==> src/rtl/lite_uart_pkg.sv <==
package lite_uart_pkg;

    localparam int DW = 8;
    localparam int AW = 3;

    typedef logic [DW-1:0] byte_t;

    typedef enum logic [AW-1:0] {
        OFS_DATA    = 3'd0,
        OFS_IEN     = 3'd1,
        OFS_IDENT   = 3'd2,
        OFS_LINE    = 3'd3,
        OFS_MODEM   = 3'd4,
        OFS_STAT    = 3'd5,
        OFS_MSTAT   = 3'd6,
        OFS_SCRATCH = 3'd7
    } ofs_e;

    // storage slots held by the register file
    localparam int ST_IEN     = 0;
    localparam int ST_LINE    = 1;
    localparam int ST_MODEM   = 2;
    localparam int ST_SCRATCH = 3;
    localparam int ST_DIV_LO  = 4;
    localparam int ST_DIV_HI  = 5;
    localparam int ST_FIFO    = 6;
    localparam int N_STORE    = 7;

    localparam int BANK_BIT     = 7;  // line control: divisor bank select
    localparam int TXE_EN_BIT   = 1;  // interrupt enable: transmit empty
    localparam int STAT_DR_BIT  = 0;  // status: data ready
    localparam int STAT_TE_BIT  = 5;  // status: transmit holding empty
    localparam int IDENT_NONE   = 0;  // ident: no interrupt pending

    localparam byte_t MSTAT_VALUE = 8'h10;

    typedef struct packed {
        logic [N_STORE-1:0] st_we;  // per-slot write enable
        logic               wr_tx;  // transmit write
        logic               rd_rx;  // read of the receive slot
        logic               rd_ok;  // accepted read
        logic               err;    // rejected access
    } bus_cmd_t;

    function automatic byte_t stat_value(input logic ready);
        byte_t v;
        v = '0;
        v[STAT_TE_BIT] = 1'b1;
        v[STAT_DR_BIT] = ready;
        return v;
    endfunction

    function automatic byte_t ident_value(input logic none_pending);
        byte_t v;
        v = '0;
        v[IDENT_NONE] = none_pending;
        return v;
    endfunction

endpackage

==> src/rtl/lite_uart_decode.sv <==
module lite_uart_decode
    import lite_uart_pkg::*;
(
    input  logic [AW-1:0] addr,
    input  logic          wr,
    input  logic          rd,
    input  logic          bank,
    output bus_cmd_t      cmd
);
    ofs_e ofs;
    logic wr_bad;
    logic rd_bad;

    assign ofs = ofs_e'(addr);

    always_comb begin
        cmd = '0;
        wr_bad = 1'b0;
        if (wr) begin
            if (bank) begin
                unique case (ofs)
                    OFS_DATA:  cmd.st_we[ST_DIV_LO] = 1'b1;
                    OFS_IEN:   cmd.st_we[ST_DIV_HI] = 1'b1;
                    OFS_IDENT: cmd.st_we[ST_FIFO]   = 1'b1;
                    OFS_LINE:  cmd.st_we[ST_LINE]   = 1'b1;
                    default:   wr_bad = 1'b1;
                endcase
            end else begin
                unique case (ofs)
                    OFS_DATA:    cmd.wr_tx               = 1'b1;
                    OFS_IEN:     cmd.st_we[ST_IEN]       = 1'b1;
                    OFS_IDENT:   cmd.st_we[ST_FIFO]      = 1'b1;
                    OFS_LINE:    cmd.st_we[ST_LINE]      = 1'b1;
                    OFS_MODEM:   cmd.st_we[ST_MODEM]     = 1'b1;
                    OFS_SCRATCH: cmd.st_we[ST_SCRATCH]   = 1'b1;
                    default:     wr_bad = 1'b1;
                endcase
            end
        end
        rd_bad    = rd & bank;
        cmd.rd_ok = rd & ~bank;
        cmd.rd_rx = rd & ~bank & (ofs == OFS_DATA);
        cmd.err   = wr_bad | rd_bad;
    end

endmodule

==> src/rtl/lite_uart_rx_hold.sv <==
module lite_uart_rx_hold
    import lite_uart_pkg::*;
(
    input  logic  clk,
    input  logic  rst,
    input  byte_t rx_data,
    input  logic  rx_valid,
    output logic  rx_ready,
    input  logic  rd_rx,
    output byte_t hold_byte,
    output logic  ready_flag
);
    logic take;
    logic release_slot;

    assign rx_ready     = ~ready_flag;
    assign take         = rx_valid & ~ready_flag;
    assign release_slot = rd_rx & ready_flag;

    always_ff @(posedge clk) begin
        if (rst) begin
            ready_flag <= 1'b0;
            hold_byte  <= '0;
        end else if (take) begin
            ready_flag <= 1'b1;
            hold_byte  <= rx_data;
        end else if (release_slot) begin
            ready_flag <= 1'b0;
        end
    end

    // an offered byte on an empty slot is latched at that edge
    p_accept_r6: assert property (@(posedge clk) disable iff (rst)
        rx_valid && rx_ready |=> ready_flag && hold_byte == $past(rx_data));

    // a pending byte is never replaced
    p_hold_stable_r7: assert property (@(posedge clk) disable iff (rst)
        ready_flag && !rd_rx |=> ready_flag && $stable(hold_byte));

    // a read of a pending byte empties the slot
    p_read_clears_r8: assert property (@(posedge clk) disable iff (rst)
        ready_flag && rd_rx |=> !ready_flag);

endmodule

==> src/rtl/lite_uart_irq.sv <==
module lite_uart_irq (
    input  logic clk,
    input  logic rst,
    input  logic drop,
    input  logic txe_en,
    input  logic data_ready,
    output logic irq,
    output logic none_pending
);
    always_ff @(posedge clk) begin
        if (rst) begin
            irq          <= 1'b0;
            none_pending <= 1'b1;
        end else if (drop) begin
            irq          <= 1'b0;
            none_pending <= 1'b1;
        end else if (txe_en || data_ready) begin
            irq          <= 1'b1;
            none_pending <= 1'b0;
        end
    end

    // a transmit write or clearing read lowers the line
    p_drop_r5: assert property (@(posedge clk) disable iff (rst)
        drop |=> !irq && none_pending);

    // an enabled source raises the line one cycle later
    p_raise_r9: assert property (@(posedge clk) disable iff (rst)
        !drop && (txe_en || data_ready) |=> irq && !none_pending);

    // only a drop event lowers the line
    p_sticky_r9: assert property (@(posedge clk) disable iff (rst)
        !drop && irq |=> irq);

endmodule

==> src/rtl/lite_uart_regs.sv <==
module lite_uart_regs
    import lite_uart_pkg::*;
(
    input  logic        clk,
    input  logic        rst,
    input  logic [2:0]  bus_addr,
    input  logic        bus_wr,
    input  logic        bus_rd,
    input  logic [7:0]  bus_wdata,
    output logic [7:0]  bus_rdata,
    output logic        bus_err,
    output logic [7:0]  tx_data,
    output logic        tx_valid,
    input  logic [7:0]  rx_data,
    input  logic        rx_valid,
    output logic        rx_ready,
    output logic        irq,
    output logic [15:0] div_value,
    output logic [7:0]  fifo_ctrl
);
    bus_cmd_t cmd;
    byte_t    store_q [N_STORE];
    byte_t    hold_byte;
    logic     data_ready;
    logic     none_pending;
    logic     bank;
    logic     drop;

    assign bank = store_q[ST_LINE][BANK_BIT];

    lite_uart_decode u_decode (
        .addr (bus_addr),
        .wr   (bus_wr),
        .rd   (bus_rd),
        .bank (bank),
        .cmd  (cmd)
    );

    // plain storage slots, one register per slot
    for (genvar g = 0; g < N_STORE; g++) begin : g_store
        always_ff @(posedge clk) begin
            if (rst) begin
                store_q[g] <= '0;
            end else if (cmd.st_we[g]) begin
                store_q[g] <= bus_wdata;
            end
        end
    end

    always_ff @(posedge clk) begin
        if (rst) begin
            tx_valid <= 1'b0;
            tx_data  <= '0;
        end else begin
            tx_valid <= cmd.wr_tx;
            if (cmd.wr_tx) begin
                tx_data <= bus_wdata;
            end
        end
    end

    lite_uart_rx_hold u_rx (
        .clk        (clk),
        .rst        (rst),
        .rx_data    (rx_data),
        .rx_valid   (rx_valid),
        .rx_ready   (rx_ready),
        .rd_rx      (cmd.rd_rx),
        .hold_byte  (hold_byte),
        .ready_flag (data_ready)
    );

    assign drop = cmd.wr_tx | (cmd.rd_rx & data_ready);

    lite_uart_irq u_irq (
        .clk          (clk),
        .rst          (rst),
        .drop         (drop),
        .txe_en       (store_q[ST_IEN][TXE_EN_BIT]),
        .data_ready   (data_ready),
        .irq          (irq),
        .none_pending (none_pending)
    );

    always_comb begin
        bus_rdata = '0;
        if (cmd.rd_ok) begin
            unique case (ofs_e'(bus_addr))
                OFS_DATA:    bus_rdata = data_ready ? hold_byte : '0;
                OFS_IEN:     bus_rdata = store_q[ST_IEN];
                OFS_IDENT:   bus_rdata = ident_value(none_pending);
                OFS_LINE:    bus_rdata = store_q[ST_LINE];
                OFS_MODEM:   bus_rdata = store_q[ST_MODEM];
                OFS_STAT:    bus_rdata = stat_value(data_ready);
                OFS_MSTAT:   bus_rdata = MSTAT_VALUE;
                OFS_SCRATCH: bus_rdata = store_q[ST_SCRATCH];
                default:     bus_rdata = '0;
            endcase
        end
    end

    assign bus_err   = cmd.err;
    assign div_value = {store_q[ST_DIV_HI], store_q[ST_DIV_LO]};
    assign fifo_ctrl = store_q[ST_FIFO];

    // banked reads are refused and return nothing
    p_bank_read_r4: assert property (@(posedge clk) disable iff (rst)
        bus_rd && bank |-> bus_err && bus_rdata == 8'h00);

    // every transmit pulse follows a data write in the unbanked view
    p_tx_origin_r5: assert property (@(posedge clk) disable iff (rst)
        tx_valid |-> $past(bus_wr && bus_addr == 3'd0 && !bank));

    // modem status always shows clear-to-send
    p_mstat_r2: assert property (@(posedge clk) disable iff (rst)
        bus_rd && !bank && bus_addr == 3'd6 |-> bus_rdata == 8'h10);

endmodule

==> config.mk <==
export PLATFORM = sky130hd
export DESIGN_NAME = lite_uart_regs
export DESIGN_NICKNAME = d
export VERILOG_FILES = /design/src/rtl/lite_uart_pkg.sv /design/src/rtl/lite_uart_decode.sv /design/src/rtl/lite_uart_rx_hold.sv /design/src/rtl/lite_uart_irq.sv /design/src/rtl/lite_uart_regs.sv
export SDC_FILE = /design/constraint.sdc
export NUM_CORES = 1
export LEC_CHECK = 0
export BUFFER_PORTS_ARGS = -buffer_cell sky130_fd_sc_hd__buf_2
export CAP_MARGIN = 20
export CORE_MARGIN = 3
export CORE_UTILIZATION = 55
export DETAILED_ROUTE_END_ITERATION = 10
export GPL_ROUTABILITY_DRIVEN = 0
export PLACE_DENSITY = 0.79
export SLEW_MARGIN = 20
export SYNTH_ARGS = -nofsm -noshare
export SYNTH_HDL_FRONTEND = slang
export SYNTH_HIERARCHICAL = 1
export SYNTH_SLANG_ARGS = --single-unit
==> constraint.sdc <==
create_clock -name clk -period 2.2 [get_ports clk]
set_input_delay 0.44 -clock clk [delete_from_list [all_inputs] [get_ports clk]]
set_output_delay 0.44 -clock clk [all_outputs]
set_load 0.03 [all_outputs]
==> out/metrics.yaml <==
ios: 68
postPlaceCellArea_um2: 3980
critPathCaptureType: "output pin"
cts_hold_buf: 0
r2r_slack_ps: 570
r2r-start: "store_q[1][7]"
area_delta_synth_final_pct: 18.2
fin_util: 0.687
dominantRegCellSynth: "edfxtp_1"
slew_headroom: 0.573
rsz0062_at_grt: "false"
htree_num_levels: 3
drtPass1Iterations: 4
fill_cells: 464
crit_buf_inv: 2
report.final.setup_viol: 0
die_area_um2: 7440
drc: 0
syn_inst: 286
clkLatencyLatePin_ps: 350
dp_hpwl_um: 5330
path_class: "in -> out"
worst_hold_startpoint: "rx_data[0]"
clk_path_buf_depth: 2
n_antenna_cell: 0
r2r-end: "store_q[0][7]"
tns_ps: 0
synth_common_cells: "57 x and2_1, 56 x edfxtp_1, 20 x dfxtp_1"
synth_area_leaders: "edfxtp_1 47%, dfxtp_1 11%, and2_1 10%"
ys_ff_latch: 76
core_region_area_um2: 6100
max_freq_mhz: 471
clock_skew_ps: 7.86
cts.sinks: 76
antenna_found_initial: 0
outcome: "finished, final reports clean"
clk_transition_reported_paths_ps: 80
routed-via-count: 2467
grt_pass1_vias: 2482
synth_most_common_cell: "and2_1"
fin_ws_ps: 77.6
numPortBuffers: 67
min_period_ps: 2120
drv_cap: 0
yosys.area.top_type: "edfxtp_1"
finalHoldViolations: 0
yosys_warnings: 6
wirelength_um: 7720
fp.dieW_um: 86.3
syn-num-nets: 310
synth.yosys.seq_area_share: 0.587
grt_max_degree: 43
crit_path_cell_trace: "clkbuf_4 > nor2b_2 > o21ai_1 > o221ai_1 > a311oi_2 > buf_4"
worstMarginPinSlew_ps: 641
synth.avg_cell_area_um2: 12.4
numCtsBuffers: 9
ir_worst_vdd_mv: 0.467
design_area_um2: 4190
path_delay_family: "compound AO/OA/AOI/OAI gates"
cts_tree: "done"
syn_area_um2: 3540
min_period_over_period: 0.965
synth_edf_count: 56
hold_depth: 3
wl_per_cell_um: 17.5
synth_top_area_frac: 0.474
min_to: "u_rx/hold_byte[0]"
grt_pass1_wl_um: 12600
ff2ff_path_depth: 4
p_per_area_nw_per_um2: 719
start_util: 0.581
num_rows: 28
critPathLaunchType: "primary input"
pre_cts_slack_ps: 33.5
initialDrtViolationCount: 219
cpPeakStageDelay_ps: 340
maxSlewViolCount: 0
cts_root_buf: "clkbuf_8"
final_antenna_net_count: 0
synthArstFlopShare: 0
grtUsageTotal: 0.226
drive_above_1_share: 0.361
slowest_stage: "a311oi_2"
cp_data_arrival_time_ps: 1680
synth_cell_types: 51
grt_overflow_total: 0
hold_class: "in -> reg"
via_per_inst: 5.59
cp.required_ps: 1760
critPathMaxFanout: 16
die_h_um: 86.3
p_leak_nw: 1.70
layout.nets: 385
==> cells by family after synthesis <==
| group | synth area share |
|---|---|
| AOI/OAI and AO/OA | 0.0897 |
| xor gates and xnor gates | 0.00247 |
| buffers and inverters | 0.0307 |
| DFF | 0.587 |
| muxes | 0.0318 |
| and+or+nand+nor | 0.258 |
==> worst reg2reg max path: stages (launching register included) <==
cell	delay [ps]
edfxtp_1	390
buf_4	180
nor4_1	380
nor2b_1	360
and2_1	190
==> cell usage in the layout (no fill, tap or decap), types with 4 or more instances in the layout <==
cell / Yosys / final
a21oi_1: 10 / 10
and2_1: 57 / 57
buf_2: 3 / 63
buf_4: 1 / 10
clkbuf_8: 0 / 9
dfxtp_1: 20 / 20
edfxtp_1: 56 / 56
mux2i_1: 9 / 9
nand2b_1: 10 / 10
nand4bb_1: 8 / 8
nor2_1: 13 / 13
nor2b_1: 10 / 10
nor3_1: 7 / 7
nor4_2: 0 / 4
o21ai_2: 8 / 8
or2_2: 7 / 7
==> flip-flops by register name (all words and copies together) (netlist names) <==
signal              cells
store_q                56
tx_valid                1
u_irq/none_pending      1
u_irq/irq               1
u_rx/ready_flag         1
tx_data                 8
u_rx/hold_byte          8
==> metrics by stage <==
stage               instances  power (mW)  hold slack, ps
finish                    441        3.01             373
detailed placement        425        2.00             470
global placement          425        1.99             467
floorplan                 286        1.88             436
global route              441        3.11             377
CTS                       441        3.02             358
==> power breakdown <==
| group | switching (mW) | internal [mW] |
|---|---|---|
| sequential | 0.0222 | 1.59 |
| combinational | 0.236 | 0.120 |
| clock | 0.523 | 0.517 |
==> cell type report <==
cell class              instances  area (um^2)  share of cell area
inverters                       5         18.8             0.00448
clock buffers                   9          124              0.0296
flip-flops and latches         76         2080               0.497
clock inverters                 7         65.1              0.0155
repair buffers                 76          413              0.0986
multi-input cells             193         1390               0.332
well taps                      75         93.8              0.0224
==> metal layers <==
layer  GRT usage  up-vias  share of wire
met5           0        -              0
met4       0.102        0          0.023
met1       0.304     1183           0.46
met3      0.0371       17          0.041
li1            -     1197              -
met2       0.362       70           0.48
==> repair_timing <==
action / CTS / global route
buffers inserted: 0 / 0
setup endpoints to repair: 0 / 5
resized for setup: 0 / 7
endpoints found under the hold margin: 0 / 0
==> worst max path at each step <==
stage,from,endpoint,cells past startpoint
final,bus_addr[0],bus_rdata[5],6
after global routing,store_q[1][7],bus_rdata[0],4
after CTS,bus_addr[0],bus_rdata[7],6
after detailed placement,bus_addr[0],bus_rdata[7],6
after global placement,bus_addr[0],bus_rdata[7],6
after floorplan,bus_addr[2],bus_rdata[6],6
No activity file was read; power rests on OpenSTA's default activity.
